$ cat config.mk
export PLATFORM = sky130hd
export DESIGN_NAME = spi_ctrl_port
export DESIGN_NICKNAME = d
export VERILOG_FILES = /design/src/rtl/spi_cp_pkg.sv /design/src/rtl/spi_cp_sync.sv /design/src/rtl/spi_cp_edge.sv /design/src/rtl/spi_cp_rx.sv /design/src/rtl/spi_cp_ctrl.sv /design/src/rtl/spi_cp_tx.sv /design/src/rtl/spi_ctrl_port.sv
export SDC_FILE = /design/constraint.sdc
export NUM_CORES = 1
export LEC_CHECK = 0
export ABC_CLOCK_PERIOD_IN_PS = 5100
export BUFFER_PORTS_ARGS = -buffer_cell sky130_fd_sc_hd__buf_2
export CAP_MARGIN = 10
export CORE_ASPECT_RATIO = 2
export CORE_MARGIN = 2
export CORE_UTILIZATION = 40
export CTS_BUF_LIST = sky130_fd_sc_hd__clkbuf_2 sky130_fd_sc_hd__clkbuf_4 sky130_fd_sc_hd__clkbuf_8
export CTS_CLUSTER_DIAMETER = 30
export CTS_CLUSTER_SIZE = 12
export DETAILED_ROUTE_END_ITERATION = 8
export PLACE_DENSITY = 0.61
export RECOVER_POWER = 100
export SKIP_LAST_GASP = 1
export SYNTH_ARGS = -nofsm -noshare
export SYNTH_HDL_FRONTEND = slang
export SYNTH_SLANG_ARGS = --single-unit
$ cat constraint.sdc
create_clock -name clk_i -period 5.1 [get_ports clk_i]
set_input_delay 0.765 -clock clk_i [delete_from_list [all_inputs] [get_ports clk_i]]
set_output_delay 0.765 -clock clk_i [all_outputs]
set_load 0.05 [all_outputs]
$ cat src/rtl/spi_cp_pkg.sv
package spi_cp_pkg;
  localparam int BYTE_W = 8;
  localparam int IDX_W  = BYTE_W - 1;

  typedef struct packed {
    logic             inc;
    logic [IDX_W-1:0] idx;
  } ptr_t;

  typedef enum logic [2:0] {
    ST_HDR,
    ST_PTR,
    ST_WDATA,
    ST_READ,
    ST_SKIP
  } cp_state_e;
endpackage

$ cat src/rtl/spi_cp_sync.sv
module spi_cp_sync #(
  parameter int         W       = 1,
  parameter int         STAGES  = 2,
  parameter logic [W-1:0] RST_VAL = '0
) (
  input  logic         clk_i,
  input  logic         rst_ni,
  input  logic [W-1:0] d_i,
  output logic [W-1:0] q_o
);
  logic [W-1:0] pipe_q [STAGES];

  for (genvar s = 0; s < STAGES; s++) begin : g_stage
    if (s == 0) begin : g_first
      always_ff @(posedge clk_i or negedge rst_ni)
        if (!rst_ni) pipe_q[0] <= RST_VAL;
        else         pipe_q[0] <= d_i;
    end else begin : g_next
      always_ff @(posedge clk_i or negedge rst_ni)
        if (!rst_ni) pipe_q[s] <= RST_VAL;
        else         pipe_q[s] <= pipe_q[s-1];
    end
  end

  assign q_o = pipe_q[STAGES-1];
endmodule

$ cat src/rtl/spi_cp_edge.sv
module spi_cp_edge (
  input  logic clk_i,
  input  logic rst_ni,
  input  logic sig_i,
  output logic rise_o,
  output logic fall_o
);
  logic sig_q;

  always_ff @(posedge clk_i or negedge rst_ni)
    if (!rst_ni) sig_q <= 1'b0;
    else         sig_q <= sig_i;

  assign rise_o = sig_i & ~sig_q;
  assign fall_o = ~sig_i & sig_q;
endmodule

$ cat src/rtl/spi_cp_rx.sv
module spi_cp_rx
  import spi_cp_pkg::*;
(
  input  logic              clk_i,
  input  logic              rst_ni,
  input  logic              clr_i,
  input  logic              rise_i,
  input  logic              bit_i,
  output logic              done_o,
  output logic [BYTE_W-1:0] byte_o,
  output logic [$clog2(BYTE_W)-1:0] cnt_o
);
  localparam int CNT_W = $clog2(BYTE_W);
  localparam logic [CNT_W-1:0] LAST = CNT_W'(BYTE_W - 1);

  logic [CNT_W-1:0]  cnt_q;
  logic [BYTE_W-2:0] sh_q;

  always_ff @(posedge clk_i or negedge rst_ni) begin
    if (!rst_ni) begin
      cnt_q  <= '0;
      sh_q   <= '0;
      done_o <= 1'b0;
      byte_o <= '0;
    end else if (clr_i) begin
      // partial byte dropped
      cnt_q  <= '0;
      done_o <= 1'b0;
    end else begin
      done_o <= 1'b0;
      if (rise_i) begin
        sh_q  <= {sh_q[BYTE_W-3:0], bit_i};
        cnt_q <= cnt_q + 1'b1;
        if (cnt_q == LAST) begin
          done_o <= 1'b1;
          byte_o <= {sh_q, bit_i};
          cnt_q  <= '0;
        end
      end
    end
  end

  assign cnt_o = cnt_q;
endmodule

$ cat src/rtl/spi_cp_ctrl.sv
module spi_cp_ctrl
  import spi_cp_pkg::*;
#(
  parameter logic [IDX_W-1:0] DEV_ADDR = 7'b1001111
) (
  input  logic              clk_i,
  input  logic              rst_ni,
  input  logic              cs_i,
  input  logic              done_i,
  input  logic [BYTE_W-1:0] byte_i,
  output cp_state_e         state_o,
  output ptr_t              ptr_o,
  output logic              load_o,
  output logic              we_o,
  output logic [IDX_W-1:0]  waddr_o,
  output logic [BYTE_W-1:0] wdata_o
);
  cp_state_e state_q;
  ptr_t      ptr_q;

  function automatic logic [IDX_W-1:0] step(ptr_t p);
    return p.inc ? p.idx + 1'b1 : p.idx;
  endfunction

  always_ff @(posedge clk_i or negedge rst_ni) begin
    if (!rst_ni) begin
      state_q <= ST_HDR;
      ptr_q   <= '0;
      load_o  <= 1'b0;
      we_o    <= 1'b0;
      waddr_o <= '0;
      wdata_o <= '0;
    end else begin
      load_o <= 1'b0;
      we_o   <= 1'b0;
      if (cs_i) begin
        state_q <= ST_HDR;
      end else if (done_i) begin
        unique case (state_q)
          ST_HDR: begin
            if (byte_i[BYTE_W-1:1] != DEV_ADDR) state_q <= ST_SKIP;
            else if (byte_i[0]) begin
              state_q <= ST_READ;
              load_o  <= 1'b1;
            end else state_q <= ST_PTR;
          end
          ST_PTR: begin
            ptr_q   <= ptr_t'(byte_i);
            state_q <= ST_WDATA;
          end
          ST_WDATA: begin
            we_o       <= 1'b1;
            waddr_o    <= ptr_q.idx;
            wdata_o    <= byte_i;
            ptr_q.idx  <= step(ptr_q);
          end
          ST_READ: begin
            // advance, then fetch the next byte one cycle later
            ptr_q.idx <= step(ptr_q);
            load_o    <= 1'b1;
          end
          default: state_q <= ST_SKIP;
        endcase
      end
    end
  end

  assign state_o = state_q;
  assign ptr_o   = ptr_q;
endmodule

$ cat src/rtl/spi_cp_tx.sv
module spi_cp_tx
  import spi_cp_pkg::*;
(
  input  logic              clk_i,
  input  logic              rst_ni,
  input  logic              cs_i,
  input  logic              fall_i,
  input  logic              active_i,
  input  logic              load_i,
  input  logic [BYTE_W-1:0] data_i,
  output logic              sdo_o,
  output logic              oe_o
);
  logic [BYTE_W-1:0] sh_q;

  always_ff @(posedge clk_i or negedge rst_ni) begin
    if (!rst_ni) begin
      sh_q  <= '0;
      sdo_o <= 1'b0;
      oe_o  <= 1'b0;
    end else if (cs_i) begin
      sdo_o <= 1'b0;
      oe_o  <= 1'b0;
    end else if (load_i) begin
      sh_q <= data_i;
    end else if (fall_i && active_i) begin
      sdo_o <= sh_q[BYTE_W-1];
      sh_q  <= {sh_q[BYTE_W-2:0], 1'b0};
      oe_o  <= 1'b1;
    end
  end
endmodule

$ cat src/rtl/spi_ctrl_port.sv
module spi_ctrl_port
  import spi_cp_pkg::*;
#(
  parameter logic [IDX_W-1:0] DEV_ADDR    = 7'b1001111,
  parameter int               SYNC_STAGES = 2
) (
  input  logic              clk_i,
  input  logic              rst_ni,
  input  logic              cs_ni,
  input  logic              sclk_i,
  input  logic              sdi_i,
  output logic              sdo_o,
  output logic              sdo_oe_o,
  output logic              reg_we_o,
  output logic [IDX_W-1:0]  reg_waddr_o,
  output logic [BYTE_W-1:0] reg_wdata_o,
  output logic [IDX_W-1:0]  reg_raddr_o,
  input  logic [BYTE_W-1:0] reg_rdata_i
);
  localparam int CNT_W = $clog2(BYTE_W);

  logic [2:0]        sync_q;
  logic              cs_s, sclk_s, sdi_s;
  logic              sclk_rise, sclk_fall;
  logic              byte_done;
  logic [BYTE_W-1:0] byte_val;
  logic [CNT_W-1:0]  bit_cnt;
  cp_state_e         state;
  ptr_t              ptr;
  logic              load;

  spi_cp_sync #(.W(3), .STAGES(SYNC_STAGES), .RST_VAL(3'b100)) u_sync (
    .clk_i (clk_i),
    .rst_ni(rst_ni),
    .d_i   ({cs_ni, sclk_i, sdi_i}),
    .q_o   (sync_q)
  );
  assign {cs_s, sclk_s, sdi_s} = sync_q;

  spi_cp_edge u_edge (
    .clk_i (clk_i),
    .rst_ni(rst_ni),
    .sig_i (sclk_s),
    .rise_o(sclk_rise),
    .fall_o(sclk_fall)
  );

  spi_cp_rx u_rx (
    .clk_i (clk_i),
    .rst_ni(rst_ni),
    .clr_i (cs_s),
    .rise_i(sclk_rise),
    .bit_i (sdi_s),
    .done_o(byte_done),
    .byte_o(byte_val),
    .cnt_o (bit_cnt)
  );

  spi_cp_ctrl #(.DEV_ADDR(DEV_ADDR)) u_ctrl (
    .clk_i  (clk_i),
    .rst_ni (rst_ni),
    .cs_i   (cs_s),
    .done_i (byte_done),
    .byte_i (byte_val),
    .state_o(state),
    .ptr_o  (ptr),
    .load_o (load),
    .we_o   (reg_we_o),
    .waddr_o(reg_waddr_o),
    .wdata_o(reg_wdata_o)
  );

  spi_cp_tx u_tx (
    .clk_i   (clk_i),
    .rst_ni  (rst_ni),
    .cs_i    (cs_s),
    .fall_i  (sclk_fall),
    .active_i(state == ST_READ),
    .load_i  (load),
    .data_i  (reg_rdata_i),
    .sdo_o   (sdo_o),
    .oe_o    (sdo_oe_o)
  );

  assign reg_raddr_o = ptr.idx;
endmodule

==> impl_results.md <==
* Final hold slack at 0.3481 ns
* Worst Clk Skew at 0.01141 ns
* Worst setup path class: reg -> reg
* R2r setup slk at 2.07 ns
* IO Port Bufs at 37
* PwrDens at 316.1 nW/um2
* Worst hold path type: reg -> reg
* Status: finished with violations
* Slew @ Worst Pin at 2.257 ns
* Initial drt markers at 73
* Clock network power share at 40.8%
* Initial antenna violation count at 0
* CTS root buf: clkbuf_8
* Largest net degree at the start of global routing at 65
* Vias in the first global route at 1777
* Nature of the critical path endpoint: flip-flop
* Worst Path Arrival at 3.25 ns
* Core Area at 6940 um2
* Slew Viols, Final at 17
* Pre-antenna DRT Iters at 4
* Gr usage total at 14.59%
* Total number of vias at 1777
* Startpoint Class: flip-flop
* Initial Util at 41.28%
* Compound-Gate Fraction of Synth Area at 8.035%
* Post-synthesis sequential area ratio at 55.98%
* Max-cap violations at 1
* Clock-pin slew on the worst setup and hold paths at 0.07 ns
* Mapped Avg Cell Area at 13.91 um2
* Post-synthesis xor/xnor area fraction at 0%
* WL/cell at 15.50 um
* Residual DRC at 0
* CTS buffer count at 9
* Proportion of layout cells with a drive suffix above 1 at 33.88%
* Max Root-Sink Buffers at 2
* Cell-internal power at 0.7769 mW
* Skew-Pair Late Insertion Delay at 0.34 ns
* Placer Congestion at 0.8094
* Simple-gate share of the synthesized area at 9.869%
* Die Ht at 123.7 um
* ANT nets after route at 0
* Adder-Cell Fraction of Synth Area at 1.310%
* Final net count at 256
* Dpl hpwl at 3554 um
* Seq cells post-synth at 64
* Netlist Area Pre-Place at 2865 um2
* CTS-repair resized insts at 0
* Gate Count Post-Synth at 206
* Number of vias per cell at 5.304
* Final setup violation count at 0
* Post-Place Setup Slack at 3.117 ns
* Synthesized Nets at 222
* Maximum clock rate at 330.0 MHz
* Worst vdd ir at 0.2004 mV
* Final Hold Violating Endpoints at 0
* Final Core Density at 45.59%
* Setup TNS at 0 ns
* Yosys warning count at 0
* Sw Share at 22.34%
* Clock Sinks at 64
* CTS tree: yes
* Final setup margin at 2.070 ns
* Critical Path RT at 5.32 ns
* Max-Slew Margin vs Limit at -51.65%
* Setup bufs post-CTS at 0
* Sequential power share at 55.2%
* First-pass GRT wire length at 8652 um
* NetSw at 0.2235 mW
* Ports at 38
* Mux contribution to synthesized area at 20.13%
* ANT cells at 0
* Total Wirelength at 5193 um
* Largest family of logic cells by synthesized area: multiplexers
* CP Max Fanout at 16
* Area added between synthesis and finish at 10.44%
* DIE WIDTH at 63.85 um
* Die area at 7897 um2
* H-tree levels at 3
* Combinational group share of total power at 4.1%
* Hold buffer count at CTS at 0
* Leak at 1.466 nW
* Post-synth cell types at 43
* Failing checks: max-capacitance violations, max-slew violations
* Tcrit/Tclk final at 59.42%
* Row Count at 43
* Total gr overflow at 0
* RSZ-0062 raised after global routing: false
* Fin crit period at 3.030 ns
-- synthesized netlist by cell type (all sizes together) --
cell type | n | share of area (%)
nand2b | 3 | 0.66
nor3b | 2 | 0.87
dfstp | 2 | 1.8
a21o | 1 | 0.31
nand4 | 3 | 0.66
and2b | 2 | 0.57
nor3 | 1 | 0.57
o22ai | 1 | 0.22
inv | 3 | 0.39
mux2i | 7 | 2.4
nand3 | 3 | 0.52
ha | 3 | 1.3
and4b | 1 | 0.35
nand2 | 4 | 0.52
or3b | 1 | 0.31
o211ai | 5 | 1.8
and4 | 1 | 0.31
a21bo | 1 | 0.35
or4bb | 1 | 0.39
buf | 13 | 3.9
and3b | 1 | 0.31
or2 | 1 | 0.31
a21oi | 6 | 1.4
and4bb | 3 | 1.3
clkbuf | 2 | 0.35
a2bb2oi | 4 | 1.2
o21ai | 6 | 1.0
or4 | 1 | 0.26
a22o | 1 | 0.31
nor4bb | 1 | 0.35
nor2b | 1 | 0.22
a211oi | 4 | 1.0
a22oi | 1 | 0.26
dfrtp | 62 | 54
and2 | 1 | 0.22
mux2 | 45 | 18
nor2 | 7 | 0.92
nand3b | 1 | 0.26
-- cells in the final DEF, fill, tap and decap left out, types with 2 or more instances in the layout --
master     instances
nand2_1            4
nand2b_1           3
o211ai_1           3
ha_1               3
mux2_2            45
clkbuf_1          25
mux2i_1            7
dfrtp_1           62
clkbuf_8          12
nand4_1            3
a21oi_1            6
nor2_1             7
a211oi_1           4
o21ai_0            5
clkinv_2           3
buf_2             12
inv_1              3
and4bb_2           3
nor3b_1            2
a2bb2oi_1          4
o211ai_2           2
nand3_1            3
-- state kept, by name, summed over array words and instances, names as in the netlist, 7 cells and up --
register        flops
u_ctrl.ptr_o        8
u_ctrl.waddr_o      7
u_ctrl.wdata_o      8
u_rx.byte_o         8
u_rx.sh_q           7
u_tx.sh_q           8
-- layout make-up --
type	instances	area (um2)
clock buffer	13	172.7
clock inverter	3	15.01
fill	680	3776
inverter	3	11.26
multi-input combinational	124	1087
sequential	64	1604
tap	90	112.6
timing repair buffer	38	161.4
-- power by group through the flow --
stage	logic [mW]	clock network (mW)	registers [mW]
after floorplan	0.0261	0	0.555
after global placement	0.0413	0	0.562
after detailed placement	0.0424	0	0.562
after CTS	0.0425	0.420	0.552
after global routing	0.0454	0.444	0.556
final	0.0405	0.408	0.552
-- per-layer routing --
metal	part of all wire (%)	vias to the layer above	track usage, %
met3	4.1	16	3.252
met1	39	900	15.85
met4	3.3	0	9.783
met5	0	-	0
met2	54	49	25.07
li1	-	812	-
-- stage by stage --
stage / instances / cell area, um2 / total power [mW]
floorplan: 206 / 2865 / 0.5810
global placement: 319 / 3048 / 0.6031
detailed placement: 319 / 3048 / 0.6040
CTS: 335 / 3236 / 1.015
global route: 335 / 3164 / 1.045
finish: 335 / 3164 / 1.000
-- final timing paths --
path	to	cells past startpoint	start
max in group asynchronous	u_ctrl.state_o[1]	2	rst_ni
min in group asynchronous	u_ctrl.we_o	2	rst_ni
max	u_ctrl.wdata_o[3]	3	u_ctrl.state_o[1]
min	u_sync.q_o[0]	0	u_sync.pipe_q[3]
min reg2reg	u_sync.q_o[0]	0	u_sync.pipe_q[3]
max reg2reg	u_ctrl.wdata_o[3]	3	u_ctrl.state_o[1]
-- worst max-delay path: stages, from the launching register on --
cell	delay (ns)
dfrtp_1	0.51
nand2b_1	0.21
nor3_1	1.73
mux2_2	0.46
-- cell families after synthesis --
kind of cell / after synthesis
flops: 64
buf+inv: 18
mux: 52
simple gates: 39
compound gates: 30
fa+ha+maj: 3
No activity file was read; power rests on OpenSTA's default activity.
